==> src/rtl/tdc2_pkg.sv <==
package tdc2_pkg;

  typedef enum logic [2:0] {
    ST_IDLE,
    ST_WAIT,
    ST_FINE,
    ST_CALC,
    ST_HOLD
  } tdcState_t;

  // Strobes from the sequencer to the datapath
  typedef struct packed {
    logic clear;      // new conversion armed
    logic capCoarse;  // reference edge seen: latch section select
    logic capFine;    // latch fine select
    logic calc;       // publish period code
  } tdcStrobe_t;

endpackage

==> src/rtl/tdc2_therm_dec.sv <==
module tdc2_therm_dec #(
  parameter int W = 8,
  localparam int CW = $clog2(W + 1)
) (
  input  logic [W-1:0]  therm,
  output logic [CW-1:0] ones,
  output logic          bubble
);

  logic seenZero;

  // Count consecutive ones from bit 0; any one above a zero is a bubble
  always_comb begin
    ones     = '0;
    bubble   = 1'b0;
    seenZero = 1'b0;
    for (int i = 0; i < W; i++) begin
      if (!therm[i]) begin
        seenZero = 1'b1;
      end else if (seenZero) begin
        bubble = 1'b1;
      end else begin
        ones = CW'(i + 1);
      end
    end
  end

endmodule

==> src/rtl/tdc2_ctrl.sv <==
module tdc2_ctrl
  import tdc2_pkg::*;
(
  input  logic       clk,
  input  logic       rstN,
  input  logic       convEn,
  input  logic       refIn,
  input  logic       coarseEmpty,
  output tdcStrobe_t strobe
);

  tdcState_t state, stateNext;
  logic      refPrev;
  logic      fallEdge;

  assign fallEdge = refPrev & ~refIn;

  always_ff @(posedge clk or negedge rstN) begin
    if (!rstN) begin
      state   <= ST_IDLE;
      refPrev <= 1'b0;
    end else begin
      state   <= stateNext;
      refPrev <= refIn;
    end
  end

  always_comb begin
    stateNext = state;
    strobe    = '0;
    unique case (state)
      ST_IDLE: begin
        if (convEn) begin
          strobe.clear = 1'b1;
          stateNext    = ST_WAIT;
        end
      end
      ST_WAIT: begin
        if (!convEn) begin
          stateNext = ST_IDLE;
        end else if (fallEdge) begin
          strobe.capCoarse = 1'b1;
          stateNext        = coarseEmpty ? ST_HOLD : ST_FINE;
        end
      end
      ST_FINE: begin
        strobe.capFine = 1'b1;
        stateNext      = ST_CALC;
      end
      ST_CALC: begin
        strobe.calc = 1'b1;
        stateNext   = ST_HOLD;
      end
      ST_HOLD: begin
        if (!convEn) stateNext = ST_IDLE;
      end
      default: stateNext = ST_IDLE;
    endcase
  end

endmodule

==> src/rtl/tdc2_datapath.sv <==
module tdc2_datapath
  import tdc2_pkg::*;
#(
  parameter int SECTIONS = 4,
  parameter int CELLS    = 8,
  parameter int PERIOD_W = 7,
  localparam int SEL_W  = $clog2(SECTIONS),
  localparam int FINE_W = $clog2(CELLS),
  localparam int CCW    = $clog2(SECTIONS + 1),
  localparam int FCW    = $clog2(CELLS + 1)
) (
  input  logic                clk,
  input  logic                rstN,
  input  tdcStrobe_t          strobe,
  input  logic [SECTIONS-1:0] coarseTherm,
  input  logic [CELLS-1:0]    fineTherm,
  output logic                coarseEmpty,
  output logic [SEL_W-1:0]    sectSel,
  output logic [PERIOD_W-1:0] periodCode,
  output logic                done,
  output logic                overflow,
  output logic                bubbleErr
);

  logic [CCW-1:0]      coarseOnes;
  logic [FCW-1:0]      fineOnes;
  logic                coarseBubble;
  logic                fineBubble;
  logic [FINE_W-1:0]   fineSel;
  logic [SEL_W-1:0]    sectNext;
  logic [FINE_W-1:0]   fineNext;
  logic [PERIOD_W-1:0] periodNext;

  tdc2_therm_dec #(.W(SECTIONS)) u_coarseDec (
    .therm (coarseTherm),
    .ones  (coarseOnes),
    .bubble(coarseBubble)
  );

  tdc2_therm_dec #(.W(CELLS)) u_fineDec (
    .therm (fineTherm),
    .ones  (fineOnes),
    .bubble(fineBubble)
  );

  assign coarseEmpty = (coarseOnes == '0);
  assign sectNext    = SEL_W'(coarseOnes - CCW'(1));
  assign fineNext    = (fineOnes > FCW'(CELLS - 1)) ? FINE_W'(CELLS - 1) : FINE_W'(fineOnes);
  assign periodNext  = PERIOD_W'((PERIOD_W'(sectSel) * PERIOD_W'(CELLS)
                                  + PERIOD_W'(fineSel)) * PERIOD_W'(2));

  always_ff @(posedge clk or negedge rstN) begin
    if (!rstN) begin
      sectSel    <= '0;
      fineSel    <= '0;
      periodCode <= '0;
      done       <= 1'b0;
      overflow   <= 1'b0;
      bubbleErr  <= 1'b0;
    end else begin
      done <= 1'b0;
      if (strobe.clear) begin
        sectSel    <= '0;
        fineSel    <= '0;
        periodCode <= '0;
        overflow   <= 1'b0;
      end
      if (strobe.capCoarse) begin
        if (coarseEmpty) begin
          overflow   <= 1'b1;
          periodCode <= '1;
          done       <= 1'b1;
        end else begin
          sectSel <= sectNext;
        end
        if (coarseBubble) bubbleErr <= 1'b1;
      end
      if (strobe.capFine) begin
        fineSel <= fineNext;
        if (fineBubble) bubbleErr <= 1'b1;
      end
      if (strobe.calc) begin
        periodCode <= periodNext;
        done       <= 1'b1;
      end
    end
  end

endmodule

==> src/rtl/tdc2_top.sv <==
module tdc2_top
  import tdc2_pkg::*;
#(
  parameter int SECTIONS = 4,
  parameter int CELLS    = 8,
  parameter int PERIOD_W = 7,
  localparam int SEL_W = $clog2(SECTIONS)
) (
  input  logic                clk,
  input  logic                rstN,
  input  logic                convEn,
  input  logic                refIn,
  input  logic [SECTIONS-1:0] coarseTherm,
  input  logic [CELLS-1:0]    fineTherm,
  output logic [SEL_W-1:0]    muxSel,
  output logic [PERIOD_W-1:0] periodCode,
  output logic                done,
  output logic                overflow,
  output logic                bubbleErr
);

  tdcStrobe_t strobe;
  logic       coarseEmpty;

  tdc2_ctrl u_ctrl (
    .clk        (clk),
    .rstN       (rstN),
    .convEn     (convEn),
    .refIn      (refIn),
    .coarseEmpty(coarseEmpty),
    .strobe     (strobe)
  );

  tdc2_datapath #(
    .SECTIONS(SECTIONS),
    .CELLS   (CELLS),
    .PERIOD_W(PERIOD_W)
  ) u_dp (
    .clk        (clk),
    .rstN       (rstN),
    .strobe     (strobe),
    .coarseTherm(coarseTherm),
    .fineTherm  (fineTherm),
    .coarseEmpty(coarseEmpty),
    .sectSel    (muxSel),
    .periodCode (periodCode),
    .done       (done),
    .overflow   (overflow),
    .bubbleErr  (bubbleErr)
  );

endmodule

==> config.mk <==
export PLATFORM = sky130hd
export DESIGN_NAME = tdc2_top
export DESIGN_NICKNAME = d
export VERILOG_FILES = /design/src/rtl/tdc2_pkg.sv /design/src/rtl/tdc2_therm_dec.sv /design/src/rtl/tdc2_ctrl.sv /design/src/rtl/tdc2_datapath.sv /design/src/rtl/tdc2_top.sv
export SDC_FILE = /design/constraint.sdc
export NUM_CORES = 1
export LEC_CHECK = 0
export ABC_CLOCK_PERIOD_IN_PS = 2000
export BUFFER_PORTS_ARGS = -buffer_cell sky130_fd_sc_hd__buf_2
export CELL_PAD_IN_SITES_DETAIL_PLACEMENT = 1
export CELL_PAD_IN_SITES_GLOBAL_PLACEMENT = 2
export CORE_MARGIN = 8
export CORE_UTILIZATION = 30
export DETAILED_ROUTE_END_ITERATION = 7
export PLACE_DENSITY = 0.78
export SLEW_MARGIN = 0
export SYNTH_ARGS = -nofsm -noshare
export SYNTH_HDL_FRONTEND = slang
export SYNTH_SLANG_ARGS = --single-unit
==> constraint.sdc <==
create_clock -name clk -period 2 [get_ports clk]
set_input_delay 0.3 -clock clk [delete_from_list [all_inputs] [get_ports clk]]
set_output_delay 0.3 -clock clk [all_outputs]
set_load 0.005 [all_outputs]
* After elaboration in Yosys (flattened, before gate mapping)
Index checks and enable logic that the tools add are counted.
** Word-level totals
- Bits in registers :: 19
- Input bits :: 16
** Operators by class
- Add/subtract/negate cells :: 2
- $lt $le $gt $ge :: 1
- Equality and inequality tests :: 7
- Mux-type cells :: 83
- Bitwise operators :: 2
- Reduce and logical (&&, ||, !) cells :: 4
** Operators with widths (count)
- $mux W4 :: 14
- $mux W1 :: 47
- $mux W3 :: 14
- $mux W7 :: 4
- $pmux W3 S5 :: 1
- $add A5 B3 Y6 :: 1
- $eq A3 B2 Y1 const B :: 2
- $logic_not A3 Y1 :: 2
- $mux W2 :: 3
- $gt A4 B3 Y1 const B :: 1
- $ne A2 B2 Y1 const B :: 2
- $eq A3 B1 Y1 const B :: 1
- $eq A3 B3 Y1 const B :: 1
- $ne A3 B2 Y1 const B :: 1
- $reduce_and A3 Y1 :: 1
- $reduce_bool A2 Y1 :: 1
- $sub A2 B1 Y2 const B :: 1
- $and A1 B1 Y1 :: 1
- $not A1 Y1 :: 1

* Depth between registers and ports, before layout
Gate-level depths: netlist of the first run.
- Word-level depth :: 18
- Mapped depth :: 8
- Depth with buffers taken out :: 7

* Modules after synthesis
From an unflattened synthesis of the first run, not the netlist that was laid out.
** Unflattened totals
- Cell total of the unflattened synthesis :: 111
- Area total of the unflattened synthesis :: 1057.3 µm²
** By module, submodules not included
- tdc2_datapath :: instances 1, cells an instance 59, area an instance 666.9 µm²
- tdc2_ctrl :: instances 1, cells an instance 21, area an instance 214.0 µm²
- tdc2_therm_dec (u_dp.u_fineDec) :: instances 1, cells an instance 21, area an instance 121.4 µm²
- tdc2_therm_dec (u_dp.u_coarseDec) :: instances 1, cells an instance 10, area an instance 55.1 µm²

* Worst setup path before layout of the first run
No wires, ideal clock.
- Path kind :: reg2reg
- From :: reg u_ctrl.state[1]
- To :: reg u_dp.sectSel[0]
- Setup time :: 0.125 ns
- Arrival time :: 1.376 ns
- Setup slack :: 0.499 ns
- Stages on the path, launching flop included :: 6
- Clock period less this slack :: 1.501 ns
- Cells stage by stage :: dfrtp_1 > buf_6 > and4bb_4 > nand2_1 > a21oi_1 > mux2_2
** Between the ends
- Cells in the longest elaborated chain, start to end :: 5
- Elaborated cells on any way between the ends :: 7
- Classes of those cells :: eq/ne: 1; mux: 5; reduce/logical: 1
** Ends and longest elaborated chain
- start, declared :: RTL line tdc2_ctrl.sv:12 : tdcState_t state, stateNext;
- start signal, assigned :: RTL line tdc2_ctrl.sv:23 : state <= stateNext;
- $logic_not A3 Y1 :: RTL line tdc2_ctrl.sv:31 : unique case (state)
- $mux W1 :: RTL line tdc2_ctrl.sv:31
- $mux W2 :: RTL line tdc2_datapath.sv:62 : if (strobe.clear) begin
- $mux W2 :: RTL line tdc2_datapath.sv:69 : if (coarseEmpty) begin
- $mux W2 (*) :: RTL line tdc2_datapath.sv:68 : if (strobe.capCoarse) begin
- end signal, assigned :: RTL line tdc2_datapath.sv:74 : sectSel <= sectNext;
- end, declared :: RTL line tdc2_datapath.sv:18 : output logic [SEL_W-1:0] sectSel,
Every way passes the cells marked *; elsewhere a longest branch is shown, timed or not.
A chain may end at the register's enable or synchronous reset.

* Final worst setup path of the first run
Same ends and word-level chain as after synthesis.

==> flow_summary_export.csv, run 1 <==
group,metric,value,unit
die,core-area,3080,um^2
logic_synthesis,netlist.area_leader.share,0.485,
pwr,clkPwrFrac,0.224,
cells_and_area,antenna_cells,0,
cts,htree_num_levels,1,
cells_and_area,regArea,475,um^2
cts,post_cts_buffers,0,
sta,post-route-period-util,0.797,
min_path,hold_class,"in2reg",
min_path,hold_start,"refIn",
outcome,outcome,"finished, final reports clean",
sta,worst_pin_slew,431,ps
pwr,internal_power,0.000599,W
worst_setup_path,cp_max_fo,10,
routing,final_antenna_net_count,0,
worst_setup_path,cp.arrival,1790,ps
worst_setup_path,rr_worst_depth,4,
routing,dr_wl_met3,197,um
sta,hold_viol,0,
sta,skew,5.30,ps
cts,clock_latency,290,ps
pwr,p_sw_frac,0.293,
logic_synthesis,yosysUniqueCellTypes,35,
worst_setup_path,crit_required,2190,ps
worst_setup_path,crit_start,"u_ctrl.state[1]",
cells_and_area,nNetsFinal,147,
routing,viasPerCell,4.76,
routing,drt_iter0_drc,20,
cells_and_area,drive_above_1_share,0.333,
routing,highest_layer,"met4",
cts,root_buffer,"clkbuf_4",
sta,max_freq,627,MHz
routing,wl_met1,1100,um
cts,cts_buffers,3,
sta,rsz0062_at_grt,"false",
placed_design,post-place-ws,332,ps
cts,cts_tree,"built",
pwr,leakagePower,0.602,nW
die,io_pins,28,
cells_and_area,syn_to_final_growth,20.9,%
routing,wl_met2,1010,um
cts,clk_pin_slew,110,ps
global_route,grt_pass1_vias,920,
die,rows,20,
pwr,seq_power_share,0.544,
cts,cts_max_path_buffers,2,
global_route,grt_pass1_wl,4060,um
logic_synthesis,synth_fp_nets,116,
logic_synthesis,synth_edf_count,0,
sta,fin_setup_tns,0,ps
logic_synthesis,synth_flop_cell,"dfrtp_1",
pwr,p_sw,0.000249,W
routing,wl_per_cell,13.4,um
placed_design,portBuffers,27,
cells_and_area,multi_input_comb_area,463,um^2
job,drv_cap,0,
routing,remaining_drc_errors,0,
placed_design,place_inst,168,
die,dieArea,5350,um^2
worst_setup_path,cp-start-kind,"register",
worst_setup_path,r2r-end,"u_dp.sectSel[0]",
logic_synthesis,yosys-top-cells-area,"dfrtp_1 (49%), nand2_1 (7.7%), a21oi_2 (3.6%)",
worst_setup_path,end_kind,"register",
logic_synthesis,yosys_warnings,0,
logic_synthesis,yosys_register_bits,19,
die,die-width,73.1,um
worst_setup_path,rr_startpoint,"u_ctrl.state[1]",
global_route,antenna_found_initial,0,
sta,whs,141,ps
global_route,gr-total-overflow,0,
logic_synthesis,yosys.area.top_type,"dfrtp_1",
sta,slew_violations,0,
placed_design,routabilityCongestion,0.742,
routing,routed_wirelength,2320,um
sta,setup_viol,0,
global_route,grt_max_degree,20,
worst_setup_path,worst-r2r-setup-slack,410,ps
routing,drt_pass1_iterations,4,
placed_design,hpwlAfterDp,1860,um
pwr,pwr-share-comb,0.232,
die,initial_core_util,0.318,
pwr,ir_worst_vdd,0.000323,V
worst_setup_path,endpoint,"u_dp.sectSel[0]",
logic_synthesis,syn_area,980,um^2
worst_setup_path,path_class,"reg2reg",
logic_synthesis,synth_cells,99,
routing,route.vias.total,824,
pwr,powerDensity,716,nW/um^2
global_route,grt_usage,0.0961,
die,fp.dieH,73.1,um
sta,slew_headroom,0.713,
sta,finalCriticalPeriod,1590,ps
logic_synthesis,synthArstFlopShare,1.00,
cts,clock-sinks,19,
cells_and_area,n_fill_cell,377,
logic_synthesis,seq_area_frac_synth,0.485,
cells_and_area,instances_no_fill,173,
logic_synthesis,avgSynthCellArea,9.90,um^2
sta,setup_ws,406,ps
[kinds of logic (layout without fill, tap and decap cells)]
kind of cell | Yosys count | count (layout) | synth area share
buffers and inverters | 7 | 37 | 0.0421
adder cells (fa/ha/maj) | 1 | 1 | 0.0128
flip-flops | 19 | 19 | 0.485
multiplexers | 2 | 2 | 0.0217
AO/OA/AOI/OAI | 24 | 24 | 0.185
AND/OR/NAND/NOR | 46 | 46 | 0.253
[per-stage QoR]
step                       util  total power, W  area (um^2)
after global placement    0.373        0.000666         1150
after detailed placement  0.373        0.000670         1150
after global routing      0.385        0.000916         1180
final                     0.385        0.000848         1180
after floorplan               -        0.000578          980
after CTS                 0.385        0.000867         1180
[flip-flops by register name, summed over array words and instances, names as in the netlist]
signal / cells
u_ctrl.refPrev: 1
u_ctrl.state: 3
u_dp.bubbleErr: 1
u_dp.done: 1
u_dp.fineSel: 3
u_dp.overflow: 1
u_dp.periodCode: 7
u_dp.sectSel: 2
[power groups by stage]
stage	Clock, W	Combinational (W)	Sequential, W
final	0.000190	0.000197	0.000462
after global routing	0.000225	0.000221	0.000470
after CTS	0.000203	0.000201	0.000463
after detailed placement	0	0.000199	0.000471
after global placement	0	0.000197	0.000469
after floorplan	0	0.000109	0.000469
[cell usage in the layout, fill, tap and decap left out, types with 2 or more instances in the layout]
| cell type | instances |
|---|---|
| nand2_1 | 20 |
| nand4_1 | 2 |
| o21ai_0 | 5 |
| nor2_1 | 8 |
| a32o_1 | 2 |
| clkbuf_4 | 3 |
| inv_1 | 5 |
| buf_2 | 27 |
| dfrtp_1 | 19 |
| a21oi_2 | 4 |
| nand3_1 | 2 |
| o211ai_1 | 2 |
| a21boi_0 | 2 |
| a21oi_1 | 4 |
[routing by layer]
layer  track usage  vias to the layer above
met5             0                        -
met4        0.0200                        0
met3        0.0440                        4
met2         0.152                       25
met1         0.116                      384
li1              -                      411
[critical path, cell delays in order (launching register included)]
cell      delay (ps)
dfrtp_1          480
and4bb_4         370
nand2_1           70
a21oi_1          210
mux2_2           360
[Yosys cell counts (2+ instances only)]
cell type	count
o21ai_0	5
inv_1	5
a21boi_0	2
a21oi_1	4
a32o_1	2
o211ai_1	2
nand3_1	2
dfrtp_1	19
nand2_1	20
a21oi_2	4
nor2_1	8
nand4_1	2
buf_6	2
[cell type report]
cell class	instances	area share
multi-input combinational	73	0.391
inverter	5	0.0158
clock buffer	3	0.0190
clock inverter	1	0.00422
sequential	19	0.401
tap	44	0.0465
timing repair buffer	28	0.122
[how the worst min path moves through the flow]
stage / to / cells after the start
final: u_ctrl.refPrev / 1
after global routing: u_ctrl.refPrev / 1
after CTS: u_ctrl.refPrev / 1
after detailed placement: u_dp.periodCode[6] / 1
after global placement: u_dp.overflow / 1
after floorplan: u_ctrl.refPrev / 0
[timing repair]
| item | 4_1_cts | 5_1_grt |
|---|---|---|
| hold buffers | 1 | 0 |
| resized for setup | 0 | 0 |
| endpoints found under the hold margin | 19 | 0 |
Note: power is estimated with default switching activity, not from simulation.
==> inputs of run 2 (changes only) <==
- ABC_CLOCK_PERIOD_IN_PS: 2000 -> 1500
- clock period: 2 -> 1.5 ns (I/O delays scaled with it)
==> run 2 against run 1 <==
Total power up 37%. Register-to-register slack worse by 300 ps. Design area up 2.2%. Largest power group unchanged. Worst setup slack worse by 300 ps. Critical path type unchanged. Largest cell class unchanged. Utilization up 0.85 points.
==> flow_summary_export.csv, run 2 (synthesis gave the netlist of run 1 again) <==
group,metric,value,unit
outcome,outcome,"finished, final reports clean",
placed_design,portBuffers,27,
global_route,grt_max_degree,20,
placed_design,routabilityCongestion,0.738,
cells_and_area,nNetsFinal,150,
cells_and_area,mostFrequentLayoutCell,"buf_2",
sta,hold_viol,0,
worst_setup_path,cp-start-kind,"register",
routing,drt_iter0_drc,14,
cells_and_area,reg.largest.list,"u_dp.periodCode x7, u_ctrl.state x3, u_dp.fineSel x3",
placed_design,hpwlAfterDp,1990,um
worst_setup_path,cp_max_fo,6,
cells_and_area,final_cell_mix,"buf_2 (27), nand2_1 (20), dfrtp_1 (19), nor2_1 (8)",
die,core-area,3080,um^2
sta,slew_headroom,0.703,
min_path,hold_start,"refIn",
cts,cts_buffers,3,
routing,remaining_drc_errors,0,
global_route,grt_usage,0.104,
worst_setup_path,rr_startpoint,"u_ctrl.state[2]",
global_route,grt_pass1_wl,4420,um
job,drv_cap,0,
cells_and_area,top_register,"u_dp.periodCode",
cells_and_area,n_fill_cell,387,
sta,slew_violations,0,
sta,fin_setup_tns,0,ps
sta,finalCriticalPeriod,1390,ps
pwr,powerDensity,959,nW/um^2
worst_setup_path,slowest_delay,450,ps
sta,worst_pin_slew,446,ps
routing,route.vias.total,826,
die,rows,20,
routing,viasPerCell,4.69,
worst_setup_path,cp_cell_sequence,"and2b_1 > nand2_1 > a21oi_2 > mux2_2",
cts,htree_num_levels,1,
die,fp.dieH,73.1,um
worst_setup_path,end_kind,"register",
worst_setup_path,cp_slowest_cell,"dfrtp_1",
routing,routed_wirelength,2480,um
pwr,leakagePower,0.617,nW
worst_setup_path,cpLargestDelayFamily,"flip-flops",
cts,root_buffer,"clkbuf_4",
sta,rsz0062_at_grt,"false",
sta,skew,8.40,ps
routing,wl_per_cell,14.1,um
global_route,antenna_found_initial,0,
cts,cts_max_path_buffers,2,
cells_and_area,largest_reg_flops,7,
cts,clock_latency,300,ps
sta,setup_viol,0,
cts,clk_pin_slew,120,ps
worst_setup_path,crit_required,1690,ps
die,io_pins,28,
worst_setup_path,path_class,"reg2reg",
sta,max_freq,718,MHz
cts,clock-sinks,19,
cts,cts_tree,"built",
worst_setup_path,crit_start,"u_ctrl.state[2]",
worst_setup_path,cp.arrival,1590,ps
global_route,gr-total-overflow,0,
cells_and_area,drive_above_1_share,0.356,
cells_and_area,design_area,1210,um^2
cells_and_area,antenna_cells,0,
routing,drt_pass1_iterations,2,
pwr,ir_worst_vdd,0.000293,V
min_path,hold_class,"in2reg",
worst_setup_path,crit_buf_inv,0,
die,die-width,73.1,um
sta,post-route-period-util,0.929,
die,initial_core_util,0.318,
die,dieArea,5350,um^2
placed_design,placed_area,1170,um^2
routing,final_antenna_net_count,0,
global_route,grt_pass1_vias,978,
cells_and_area,syn_to_final_growth,23.6,%
==> run 2: cell types whose count changed in the layout (fill, tap and decap cells not counted), sizes merged <==
cell	delta
buf	+3
==> run 2: final cells by class <==
cell class / instances / area [um^2] / area share
clock inverters: 1 / 5.00 / 0.00413
flip-flops and latches: 19 / 475 / 0.393
multi-input cells: 73 / 467 / 0.385
inverters: 5 / 18.8 / 0.0155
repair buffers: 31 / 168 / 0.138
well taps: 44 / 55.1 / 0.0455
clock buffers: 3 / 22.5 / 0.0186
==> run 2: metal layers <==
layer | GRT usage | vias to the layer above | part of all wire
li1 | - | 416 | -
met1 | 0.127 | 383 | 0.46
met2 | 0.170 | 25 | 0.45
met3 | 0.0343 | 2 | 0.081
met4 | 0.0267 | 0 | 0.0016
met5 | 0 | - | 0
==> run 2: report_power, final <==
group          internal, W  switching (W)
Clock            0.0000993       0.000172
Sequential        0.000575      0.0000362
Combinational     0.000132       0.000146
Total             0.000807       0.000354
==> run 2: through the flow <==
step,instances,utilization,hold slack [ps],power [W],setup WS (ps)
after floorplan,99,-,-70.6,0.000772,49.6
after global placement,171,0.381,190,0.000897,50.0
after detailed placement,171,0.381,194,0.000906,-24.9
after CTS,176,0.393,46.4,0.00119,105
after global routing,176,0.393,36.8,0.00126,8.15
final,176,0.393,56.0,0.00116,106
==> run 2: path summary, 6_finish.rpt <==
| check | end | slack [ps] | depth (start not counted) |
|---|---|---|---|
| hold / removal | u_ctrl.refPrev | 60 | 1 |
| max in group asynchronous | u_dp.sectSel[0] | 800 | 2 |
| setup reg to reg | u_dp.sectSel[0] | 110 | 4 |
| setup / recovery | u_dp.sectSel[0] | 110 | 4 |
| min in group asynchronous | u_dp.periodCode[5] | 380 | 2 |
| hold reg to reg | u_dp.bubbleErr | 490 | 1 |
==> run 2: repair_timing <==
item / in CTS / in global routing
gates resized for setup: 0 / 0
hold endpoints to repair: 19 / 0
buffers inserted: 0 / 0
hold buffers: 1 / 0
==> run 2: worst register-to-register path, cell delays in order (launching register included) <==
cell and delay, ps:
dfrtp_1 450, and2b_1 260, nand2_1 90, a21oi_2 140
mux2_2 340
